$ cat config.mk
export PLATFORM = sky130hd
export DESIGN_NAME = row_steer_seq
export DESIGN_NICKNAME = d
export VERILOG_FILES = /design/src/rtl/rss_pkg.sv /design/src/rtl/rss_phase_fsm.sv /design/src/rtl/rss_row_ptr.sv /design/src/rtl/rss_line_drv.sv /design/src/rtl/row_steer_seq.sv
export SDC_FILE = /design/constraint.sdc
export NUM_CORES = 1
export LEC_CHECK = 0
export BUFFER_PORTS_ARGS = -buffer_cell sky130_fd_sc_hd__buf_2
export CORE_MARGIN = 3
export CORE_UTILIZATION = 45
export CTS_BUF_LIST = sky130_fd_sc_hd__clkbuf_4 sky130_fd_sc_hd__clkbuf_8
export DETAILED_ROUTE_END_ITERATION = 7
export GPL_TIMING_DRIVEN = 0
export HOLD_SLACK_MARGIN = 0.08
export PLACE_DENSITY_LB_ADDON = 0.05
export SKIP_LAST_GASP = 1
export SLEW_MARGIN = 20
export SYNTH_ARGS = -nofsm -noshare
export SYNTH_HDL_FRONTEND = slang
export SYNTH_HIERARCHICAL = 1
export SYNTH_SLANG_ARGS = --single-unit
$ cat constraint.sdc
create_clock -name clk -period 2.7 [get_ports clk]
set_input_delay 0.405 -clock clk [delete_from_list [all_inputs] [get_ports clk]]
set_output_delay 0.405 -clock clk [all_outputs]
set_load 0.005 [all_outputs]
$ cat src/rtl/rss_pkg.sv
package rss_pkg;
  typedef enum logic [2:0] {
    PH_IDLE  = 3'd0,
    PH_FILL  = 3'd1,
    PH_CLR   = 3'd2,
    PH_EMPTY = 3'd3,
    PH_GAP   = 3'd4
  } phase_e;
endpackage

$ cat src/rtl/rss_phase_fsm.sv
module rss_phase_fsm
  import rss_pkg::*;
#(
  parameter int DUR_W = 4
) (
  input  logic             clk,
  input  logic             rst,
  input  logic             abort_i,
  input  logic             launch_i,
  input  logic             last_row_i,
  input  logic [DUR_W-1:0] len_fill_i,
  input  logic [DUR_W-1:0] len_clr_i,
  input  logic [DUR_W-1:0] len_empty_i,
  output phase_e           phase_o,
  output logic             dwell_end_o,
  output logic             adv_o,
  output logic             finish_o
);
  phase_e           phase_q;
  logic [DUR_W-1:0] cnt_q;

  // Reload value: length minus one, with zero treated as one cycle.
  function automatic logic [DUR_W-1:0] reload(input logic [DUR_W-1:0] len);
    return (len == '0) ? '0 : len - 1'b1;
  endfunction

  always_ff @(posedge clk) begin
    if (rst || abort_i) begin
      phase_q <= PH_IDLE;
      cnt_q   <= '0;
    end else begin
      case (phase_q)
        PH_IDLE: if (launch_i) begin
          phase_q <= PH_FILL;
          cnt_q   <= reload(len_fill_i);
        end
        PH_FILL: if (cnt_q == '0) begin
          phase_q <= PH_CLR;
          cnt_q   <= reload(len_clr_i);
        end else cnt_q <= cnt_q - 1'b1;
        PH_CLR: if (cnt_q == '0) begin
          phase_q <= PH_EMPTY;
          cnt_q   <= reload(len_empty_i);
        end else cnt_q <= cnt_q - 1'b1;
        PH_EMPTY: if (cnt_q == '0) begin
          phase_q <= PH_GAP;
          cnt_q   <= '0;
        end else cnt_q <= cnt_q - 1'b1;
        PH_GAP: begin
          phase_q <= last_row_i ? PH_IDLE : PH_FILL;
          cnt_q   <= reload(len_fill_i);
        end
        default: phase_q <= PH_IDLE;
      endcase
    end
  end

  assign phase_o     = phase_q;
  assign dwell_end_o = (cnt_q == '0);
  assign adv_o       = (phase_q == PH_GAP) && !last_row_i;
  assign finish_o    = (phase_q == PH_GAP) && last_row_i;

  // phase order fill -> clear -> empty -> gap
  a_r3_fill_to_clr: assert property (@(posedge clk) disable iff (rst)
    (phase_q == PH_FILL && cnt_q == '0 && !abort_i) |=> (phase_q == PH_CLR));
  a_r3_clr_to_empty: assert property (@(posedge clk) disable iff (rst)
    (phase_q == PH_CLR && cnt_q == '0 && !abort_i) |=> (phase_q == PH_EMPTY));
  // gap lasts exactly one cycle
  a_r6_gap_single: assert property (@(posedge clk) disable iff (rst)
    (phase_q == PH_GAP) |=> (phase_q != PH_GAP));
  // abort always returns to idle
  a_r11_abort_idle: assert property (@(posedge clk) disable iff (rst)
    abort_i |=> (phase_q == PH_IDLE));
endmodule

$ cat src/rtl/rss_row_ptr.sv
module rss_row_ptr #(
  parameter int ROWS  = 64,
  parameter int ROW_W = 6
) (
  input  logic             clk,
  input  logic             rst,
  input  logic             abort_i,
  input  logic             launch_i,
  input  logic             adv_i,
  output logic [ROW_W-1:0] row_o,
  output logic             last_o
);
  localparam logic [ROW_W-1:0] LAST_ROW = ROW_W'(ROWS - 1);

  logic [ROW_W-1:0] row_q;

  always_ff @(posedge clk) begin
    if (rst || abort_i || launch_i) row_q <= '0;
    else if (adv_i)                 row_q <= row_q + 1'b1;
  end

  assign row_o  = row_q;
  assign last_o = (row_q == LAST_ROW);

  // ascending row order
  a_r6_row_step: assert property (@(posedge clk) disable iff (rst)
    (adv_i && !abort_i && !launch_i) |=> (row_q == $past(row_q) + 1'b1));
  a_r6_row_range: assert property (@(posedge clk) disable iff (rst)
    (row_q <= LAST_ROW));
endmodule

$ cat src/rtl/rss_line_drv.sv
module rss_line_drv
  import rss_pkg::*;
#(
  parameter int ROWS  = 64,
  parameter int ROW_W = 6
) (
  input  logic             clk,
  input  logic             rst,
  input  logic             abort_i,
  input  phase_e           phase_i,
  input  logic [ROW_W-1:0] row_i,
  input  logic             dwell_end_i,
  input  logic             finish_i,
  output logic [ROWS-1:0]  gate_o,
  output logic [ROWS-1:0]  clear_o,
  output logic             smp_vld_o,
  output logic             smp_tag_o,
  output logic [ROW_W-1:0] smp_row_o,
  output logic             tok_o
);
  logic sel_gate, sel_clr;

  assign sel_gate = (phase_i == PH_FILL) || (phase_i == PH_EMPTY);
  assign sel_clr  = (phase_i == PH_CLR);

  for (genvar i = 0; i < ROWS; i++) begin : g_line
    always_ff @(posedge clk) begin
      if (rst || abort_i) begin
        gate_o[i]  <= 1'b0;
        clear_o[i] <= 1'b0;
      end else begin
        gate_o[i]  <= sel_gate && (row_i == ROW_W'(i));
        clear_o[i] <= sel_clr  && (row_i == ROW_W'(i));
      end
    end
  end

  always_ff @(posedge clk) begin
    if (rst || abort_i) begin
      smp_vld_o <= 1'b0;
      smp_tag_o <= 1'b0;
      smp_row_o <= '0;
      tok_o     <= 1'b0;
    end else begin
      smp_vld_o <= sel_gate && dwell_end_i;
      smp_tag_o <= (phase_i == PH_EMPTY);
      smp_row_o <= row_i;
      tok_o     <= finish_i;
    end
  end

  // at most one line, never gate and clear together
  a_r5_one_line: assert property (@(posedge clk) disable iff (rst)
    $onehot0({gate_o, clear_o}));
  // a selected row stays the same row while continuously selected
  a_r6_hold_row: assert property (@(posedge clk) disable iff (rst)
    ((|gate_o) && $past(|gate_o)) |-> (gate_o == $past(gate_o)));
  // strobe only while a row is selected
  a_r7_strobe_gated: assert property (@(posedge clk) disable iff (rst)
    smp_vld_o |-> (|gate_o));
  // token is a single-cycle pulse with all lines low
  a_r8_tok_single: assert property (@(posedge clk) disable iff (rst)
    tok_o |=> !tok_o);
  a_r8_tok_quiet: assert property (@(posedge clk) disable iff (rst)
    tok_o |-> (gate_o == '0 && clear_o == '0));
  // abort silences every output on the next cycle
  a_r11_abort_quiet: assert property (@(posedge clk) disable iff (rst)
    abort_i |=> (gate_o == '0 && clear_o == '0 && !smp_vld_o && !tok_o));
endmodule

$ cat src/rtl/row_steer_seq.sv
module row_steer_seq
  import rss_pkg::*;
#(
  parameter int ROWS  = 64,
  parameter int DUR_W = 4,
  localparam int ROW_W = (ROWS > 1) ? $clog2(ROWS) : 1
) (
  input  logic             clk,
  input  logic             rst,
  input  logic             start_i,
  input  logic             abort_i,
  input  logic             tok_i,
  input  logic [DUR_W-1:0] len_fill_i,
  input  logic [DUR_W-1:0] len_clr_i,
  input  logic [DUR_W-1:0] len_empty_i,
  output logic [ROWS-1:0]  gate_o,
  output logic [ROWS-1:0]  clear_o,
  output logic             smp_vld_o,
  output logic             smp_tag_o,
  output logic [ROW_W-1:0] smp_row_o,
  output logic             tok_o
);
  phase_e           phase;
  logic             dwell_end, adv, finish, last_row, launch;
  logic [ROW_W-1:0] row;

  // Start and token-in are only heard while idle; abort wins.
  assign launch = (phase == PH_IDLE) && (start_i || tok_i) && !abort_i;

  rss_phase_fsm #(.DUR_W(DUR_W)) u_fsm (
    .clk(clk), .rst(rst), .abort_i(abort_i), .launch_i(launch),
    .last_row_i(last_row), .len_fill_i(len_fill_i), .len_clr_i(len_clr_i),
    .len_empty_i(len_empty_i), .phase_o(phase), .dwell_end_o(dwell_end),
    .adv_o(adv), .finish_o(finish)
  );

  rss_row_ptr #(.ROWS(ROWS), .ROW_W(ROW_W)) u_row (
    .clk(clk), .rst(rst), .abort_i(abort_i), .launch_i(launch),
    .adv_i(adv), .row_o(row), .last_o(last_row)
  );

  rss_line_drv #(.ROWS(ROWS), .ROW_W(ROW_W)) u_drv (
    .clk(clk), .rst(rst), .abort_i(abort_i), .phase_i(phase), .row_i(row),
    .dwell_end_i(dwell_end), .finish_i(finish), .gate_o(gate_o),
    .clear_o(clear_o), .smp_vld_o(smp_vld_o), .smp_tag_o(smp_tag_o),
    .smp_row_o(smp_row_o), .tok_o(tok_o)
  );

  // a busy frame is not restarted by start or token-in
  a_r10_no_restart: assert property (@(posedge clk) disable iff (rst)
    (phase != PH_IDLE && phase != PH_GAP && !abort_i) |=> (phase != PH_IDLE));
endmodule

==> qor.txt, run 1 <==
outcome = complete, no violations
I/O Buffers = 153
Final Max Tran Viols = 0
most common cell after layout, fill and taps aside = buf_2
gr ovfl total = 0
number of global-route vias before repair = 3756
Placed Cells incl. Taps = 770
YS warnings = 6
Pwr Total = 4.282 mW
R2R Setup Slk = 0.52 ns
clock sinks = 150
Final ANT Viol Nets = 0
Clock Path Buffers = 2
period utilisation layout = 0.8086
post-route insts no fill = 802
WP data required = 3.07 ns
Fin. Hold Viols = 0
clk_lat worst skew = 0.43 ns
filler cell count = 1018
die span in x = 114.6 um
Netlist cell types = 54
# DRC = 0
row cnt = 39
DR vias/cell = 4.963
Peak VDD IR = 0.0004012 V
initial core utilization = 0.4632
fin nets = 670
ant diodes = 0
Max FO, Critical Path = 11
RSZ-0062 raised after global routing = no
Finish-stage setup viols = 0
drt pass-1 iters = 4
vias = 3980
die span in y = 114.6 um
crit end category = register
GRT Max-Usage Layer = met2
synthesized instance count = 474
DR WL/cell = 16.69 um
CTS tree = done
hold_buf cts = 0
net count after synthesis = 498
clock slew at reported path FFs = 0.08 ns
Async S/R FF share, synth = 0
GR Util met3 = 0.05655
Core Area = 11470 um2
area occupied by multi-input gates = 1971 um2
I/O Pins = 154
Tmin final = 2.183 ns
slew margin rel. = 0.5167
pwr dens = 638.3 nW/um2
register area = 3003 um2
Yosys top cell by area = dfxtp_1
worst-margin pin slew = 0.7250 ns
TNS Setup = 0 ns
met1 Use GR = 0.2558
share of the synthesized area in the top cell type = 0.5654
mapped cell area = 5311 um2
Setup crit start kind = register
total track usage = 0.2020
DRT iter0 DRCs = 165
CP arrival = 2.55 ns
CTS resizes = 0
commonest cells after routing, fill and taps aside = buf_2, dfxtp_1, nor3_1, nor3_2, clkbuf_8
routing usage on met2 = 0.3353
antenna violations before repair = 0
EDFF count, synth = 0
syn_area_per_cell = 11.21 um2
Max Freq = 0.4581 GHz
CP Class = reg -> reg
CTS root buf = clkbuf_8
largest net degree at the start of global routing = 17
Area growth syn-to-layout = 26.31%
die area = 13140 um2
share of post-route cells with drive strength above 1 = 0.4461
P_leak = 2.808 nW
Setup Fix Bufs, Post-CTS = 0
Total Wirelength = 13390 um
placer congestion estimate = 0.7603
register area share after synthesis = 0.5654
Max Cap Viol = 0
first-pass GRT wire length = 20130 um
Yosys reg bits = 150
CTS Buf Count = 17
Main synth FF type = dfxtp_1
skew final = 0.009582 ns
Clock H-tree levels = 4
Synth area leaders = dfxtp_1, nor3_2, nor3_1
Hold Slack = 0.2679 ns
post-DP HPWL = 9554 um
HP Class = in -> reg
[power breakdown]
| group | total [mW] | switching [mW] | internal [mW] |
|---|---|---|---|
| registers | 2.22 | 0.00621 | 2.22 |
| clock network | 1.89 | 0.809 | 1.08 |
| logic | 0.167 | 0.0990 | 0.0684 |
| total | 4.28 | 0.915 | 3.37 |
[registers in the layout (all words and copies together), names as in the netlist]
register	cells
u_drv/clear_o	64
u_drv/gate_o	64
u_drv/smp_row_o	6
u_row/row_o	6
u_fsm/cnt_q	4
u_fsm/phase_o	3
u_drv/smp_tag_o	1
u_drv/smp_vld_o	1
u_drv/tok_o	1
[area by class of cell]
type                            count  area share
Clock buffer                       21     0.04122
Timing Repair Buffer              153      0.1141
Sequential cell                   150      0.4476
Multi-Input combinational cell    266      0.2937
Inverter                            9    0.006154
Clock inverter                     11     0.02536
Buffer                             49     0.04513
Tap cell                          143     0.02667
[cell usage after synthesis, types with 4 or more instances]
| library cell | count |
|---|---|
| a21oi_1 | 6 |
| and2_1 | 7 |
| buf_2 | 20 |
| buf_6 | 12 |
| clkbuf_1 | 15 |
| dfxtp_1 | 150 |
| ha_1 | 7 |
| inv_1 | 8 |
| nand2_1 | 7 |
| nand2b_1 | 4 |
| nand4b_1 | 4 |
| nand4bb_1 | 7 |
| nor2_1 | 15 |
| nor3_1 | 79 |
| nor3_2 | 56 |
| o21ai_0 | 4 |
| o21ai_1 | 4 |
| o31ai_1 | 4 |
| or4b_1 | 6 |
| xor2_1 | 7 |
[per-layer routing]
layer | wire (um) | vias up
li1 | - | 2002
met1 | 5880 | 1866
met2 | 6575 | 100
met3 | 769 | 12
met4 | 162 | 0
met5 | 0 | -
[logic make-up after synthesis]
group	share of synthesized area
compound gates	0.04688
xor+xnor	0.01649
fa+ha+maj	0.01649
buf+inv	0.06478
flops	0.5654
mux	0.001885
simple gates	0.2881
[stage by stage]
step                      utilization  setup WS [ns]  instance area (um2)
after floorplan                     -         0.4987                 5311
after global placement         0.5456         0.2217                 6256
after detailed placement       0.5456         0.1602                 6256
after CTS                      0.5845         0.1579                 6703
after global routing           0.5851         0.3204                 6709
final                          0.5851         0.5168                 6709
[worst max-delay path: stages (launching register included)]
cell and delay [ns]:
dfxtp_1 0.43, ha_1 0.29, nand3_1 0.09, nor2_1 0.07
nor4b_2 0.52, nand4_2 0.21, or3_1 0.39, a21oi_1 0.14
[worst paths after layout]
kind | startpoint | cells after the start | to
max | u_row/row_o[0]$_SDFFE_PP0P_ | 7 | u_row/row_o[5]$_SDFFE_PP0P_
min | rst | 2 | u_fsm/phase_o[1]$_SDFFE_PP0P_
max reg2reg | u_row/row_o[0]$_SDFFE_PP0P_ | 7 | u_row/row_o[5]$_SDFFE_PP0P_
min reg2reg | u_fsm/phase_o[1]$_SDFFE_PP0P_ | 2 | u_drv/smp_tag_o$_SDFF_PP0_
(Power assumes the default switching activity.)
==> run 2, diff against run 1 <==
ABC_AREA = 1   (was default)
clock period = 1.92 ns   (was 2.7 ns; I/O delays follow)
==> run 2 against run 1 <==
  * Global-route usage fell by 0.28 points
  * Hold slack worse by 0.051 ns
  * Highest routed layer unchanged
  * First-iteration DRC count up 29%
  * Clock power up 20%
  * Sequential share of layout area increased by 3.0 points
  * Sequential power up 41%
  * Critical endpoint unchanged
==> qor.txt, run 2 <==
Peak VDD IR = 0.0004514 V (was 0.0004012 V)
Reg power frac = 0.549 (was 0.519)
Async S/R FF share, synth = 0 (unchanged)
mapped cell area = 4966 um2 (was 5311 um2)
total track usage = 0.1991 (was 0.2020)
initial core utilization = 0.4726 (was 0.4632)
Yosys reg bits = 150 (unchanged)
Netlist cell types = 29 (was 54)
Top Registers = u_drv/clear_o x64, u_drv/gate_o x64 (unchanged)
HP Class = in -> reg (unchanged)
CP Class = reg -> reg (unchanged)
Switching Share = 0.2426 (was 0.2136)
Finish-stage setup viols = 0 (unchanged)
outcome = complete, no violations (unchanged)
Post-synth top cells = nor2_1, dfxtp_1, nand3_1, nand2_1, inv_1 (was dfxtp_1, nor3_1, nor3_2, buf_2)
skew final = 0.01100 ns (was 0.009582 ns)
Yosys top cell by area = dfxtp_1 (unchanged)
Fin. Hold Viols = 0 (unchanged)
Switching Power = 1.388 mW (was 0.9145 mW)
Core Area = 10510 um2 (was 11470 um2)
Max FO, Critical Path = 7 (was 11)
P_leak = 2.847 nW (was 2.808 nW)
share of post-route cells with drive strength above 1 = 0.3195 (was 0.4461)
most common cell after layout, fill and taps aside = nor2_1 (was buf_2)
row cnt = 37 (was 39)
pwr dens = 910.2 nW/um2 (was 638.3 nW/um2)
met2 WL = 5921 um (was 6575 um)
I/O Pins = 154 (unchanged)
gr ovfl total = 0 (unchanged)
Total Wirelength = 12320 um (was 13390 um)
WP data required = 2.24 ns (was 3.07 ns)
R2R Setup Slk = 0.27 ns (was 0.52 ns)
Clk network pwr share = 0.397 (was 0.442)
DRT iter0 DRCs = 213 (was 165)
Final Max Tran Viols = 0 (unchanged)
die area = 12330 um2 (was 13140 um2)
Setup Fix Bufs, Post-CTS = 0 (unchanged)
Clock H-tree levels = 4 (unchanged)
vias = 4197 (was 3980)
Max Cap Viol = 0 (unchanged)
register area share after synthesis = 0.6047 (was 0.5654)
clock sinks = 150 (unchanged)
net count after synthesis = 584 (was 498)
Cell Area, Placed = 5902 um2 (was 6256 um2)
antenna violations before repair = 0 (unchanged)
EDFF count, synth = 0 (unchanged)
die span in x = 111.1 um (was 114.6 um)
clock slew at reported path FFs = 0.08 ns (about the same)
Top Metal Used = met4 (unchanged)
filler cell count = 961 (was 1018)
Final Cell Area = 6286 um2 (was 6709 um2)
hold_buf cts = 0 (unchanged)
CP arrival = 1.97 ns (was 2.55 ns)
Main synth FF type = dfxtp_1 (unchanged)
Synth area leaders = dfxtp_1, nor2_1, nand3_1 (was dfxtp_1, nor3_2, nor3_1)
worst-margin pin slew = 0.4907 ns (was 0.7250 ns)
CTS root buf = clkbuf_8 (unchanged)
Clock Path Buffers = 2 (unchanged)
pre-CTS setup slack = 0.1823 ns (was 0.1602 ns)
Final ANT Viol Nets = 0 (unchanged)
TNS Setup = 0 ns (unchanged)
Setup crit start kind = register (unchanged)
number of global-route vias before repair = 3970 (was 3756)
Gate power share = 0.053 (was 0.039)
commonest cells after routing, fill and taps aside = nor2_1, buf_2, dfxtp_1, nand3_1, nand2_1 (was buf_2, dfxtp_1, nor3_1, nor3_2, clkbuf_8)
ant diodes = 0 (unchanged)
synthesized instance count = 560 (was 474)
YS warnings = 6 (unchanged)
CTS Buf Count = 17 (unchanged)
period utilisation layout = 0.8582 (was 0.8086)
I/O Buffers = 153 (unchanged)
final worst setup slack = 0.2722 ns (was 0.5168 ns)
Area growth syn-to-layout = 26.58% (was 26.31%)
DR WL/cell = 13.98 um (was 16.69 um)
CTS tree = done (unchanged)
met1 wire length = 5529 um (was 5880 um)
internal power = 4.334 mW (was 3.368 mW)
fin nets = 756 (was 670)
Max Freq = 0.6069 GHz (was 0.4581 GHz)
CTS resizes = 0 (unchanged)
Tmin final = 1.648 ns (was 2.183 ns)
first-pass GRT wire length = 19690 um (was 20130 um)
share of the synthesized area in the top cell type = 0.6047 (was 0.5654)
slew margin rel. = 0.6729 (was 0.5167)
die span in y = 111.1 um (was 114.6 um)
crit end category = register (unchanged)
DR vias/cell = 4.764 (was 4.963)
drt pass-1 iters = 5 (was 4)
# DRC = 0 (unchanged)
syn_area_per_cell = 8.868 um2 (was 11.21 um2)
post-DP HPWL = 8958 um (was 9554 um)
RSZ-0062 raised after global routing = no (unchanged)
Hold Slack = 0.2166 ns (was 0.2679 ns)
count leader, synth = nor2_1 (was dfxtp_1)
WL met3 = 746 um (was 769 um)
largest net degree at the start of global routing = 17 (unchanged)
placer congestion estimate = 0.7911 (was 0.7603)
clk_lat worst skew = 0.43 ns (about the same)
-- run 2: cell count changes in the layout (fill, tap and decap cells not counted), sizes merged, moves of 12 or more --
cell / before / now
clkbuf: 36 / 22
buf: 187 / 175
nand2: 7 / 46
inv: 12 / 42
nor3: 135 / 5
nor2: 15 / 186
nand3: 3 / 72
-- run 2: critical path, stage by stage (launching register included) --
cell and delay, ns:
dfxtp_1 0.42, ha_1 0.28, nand3_1 0.09, nor2_1 0.06
nor2_2 0.26, nand2_2 0.11, nor2_4 0.13, nand3_1 0.08
nand2_1 0.08, nor2_1 0.04
-- run 2: logic make-up after synthesis --
group	share of synthesized area
buffers and inverters	0.06248
muxes	0.002016
xor gates and xnor gates	0.005292
AOI/OAI and AO/OA	0.02570
adders and majority gates	0.01764
DFF	0.6047
and+or+nand+nor	0.2822
-- run 2: layer usage --
metal / global-route usage / vias to the layer above
met4: 0.05839 / 0
met2: 0.3305 / 142
met1: 0.2579 / 1944
li1: - / 2099
met3: 0.04967 / 12
met5: 0 / -
-- run 2: area by class of cell --
type | instances | area (um2) | share of cell area
flip-flops and latches | 150 | 3003 | 0.4777
multi-input cells | 347 | 1655 | 0.2633
repair buffers | 153 | 765.7 | 0.1218
clock buffers | 19 | 261.5 | 0.04160
well taps | 136 | 170.2 | 0.02707
plain buffers | 25 | 167.7 | 0.02667
inverters | 38 | 142.6 | 0.02269
clock inverters | 13 | 120.1 | 0.01911
-- run 2: per-stage QoR --
| step | instances | util | total power, mW |
|---|---|---|---|
| 3_5_place_dp | 849 | 0.5616 | 3.522 |
| 5_1_grt | 881 | 0.5982 | 5.932 |
| 2_1_floorplan | 560 | - | 3.439 |
| 6_report | 881 | 0.5982 | 5.722 |
| 4_1_cts | 881 | 0.5979 | 5.765 |
| 3_3_place_gp | 849 | 0.5616 | 3.514 |
-- run 2: worst paths after layout --
kind / from / end / cells after the start
max: u_row/row_o[0]$_SDFFE_PP0P_ / u_row/row_o[5]$_SDFFE_PP0P_ / 9
min: len_fill_i[3] / u_fsm/cnt_q[3]$_SDFFE_PP0P_ / 5
max reg2reg: u_row/row_o[0]$_SDFFE_PP0P_ / u_row/row_o[5]$_SDFFE_PP0P_ / 9
min reg2reg: u_fsm/cnt_q[1]$_SDFFE_PP0P_ / u_fsm/cnt_q[1]$_SDFFE_PP0P_ / 2
-- run 2: power by group through the flow --
stage               combinational [mW]  clock [mW]  sequential [mW]
detailed placement               0.305           0             3.22
finish                           0.305        2.27             3.14
global placement                 0.297           0             3.22
global route                     0.347        2.44             3.15
CTS                              0.306        2.32             3.14
floorplan                        0.226           0             3.21
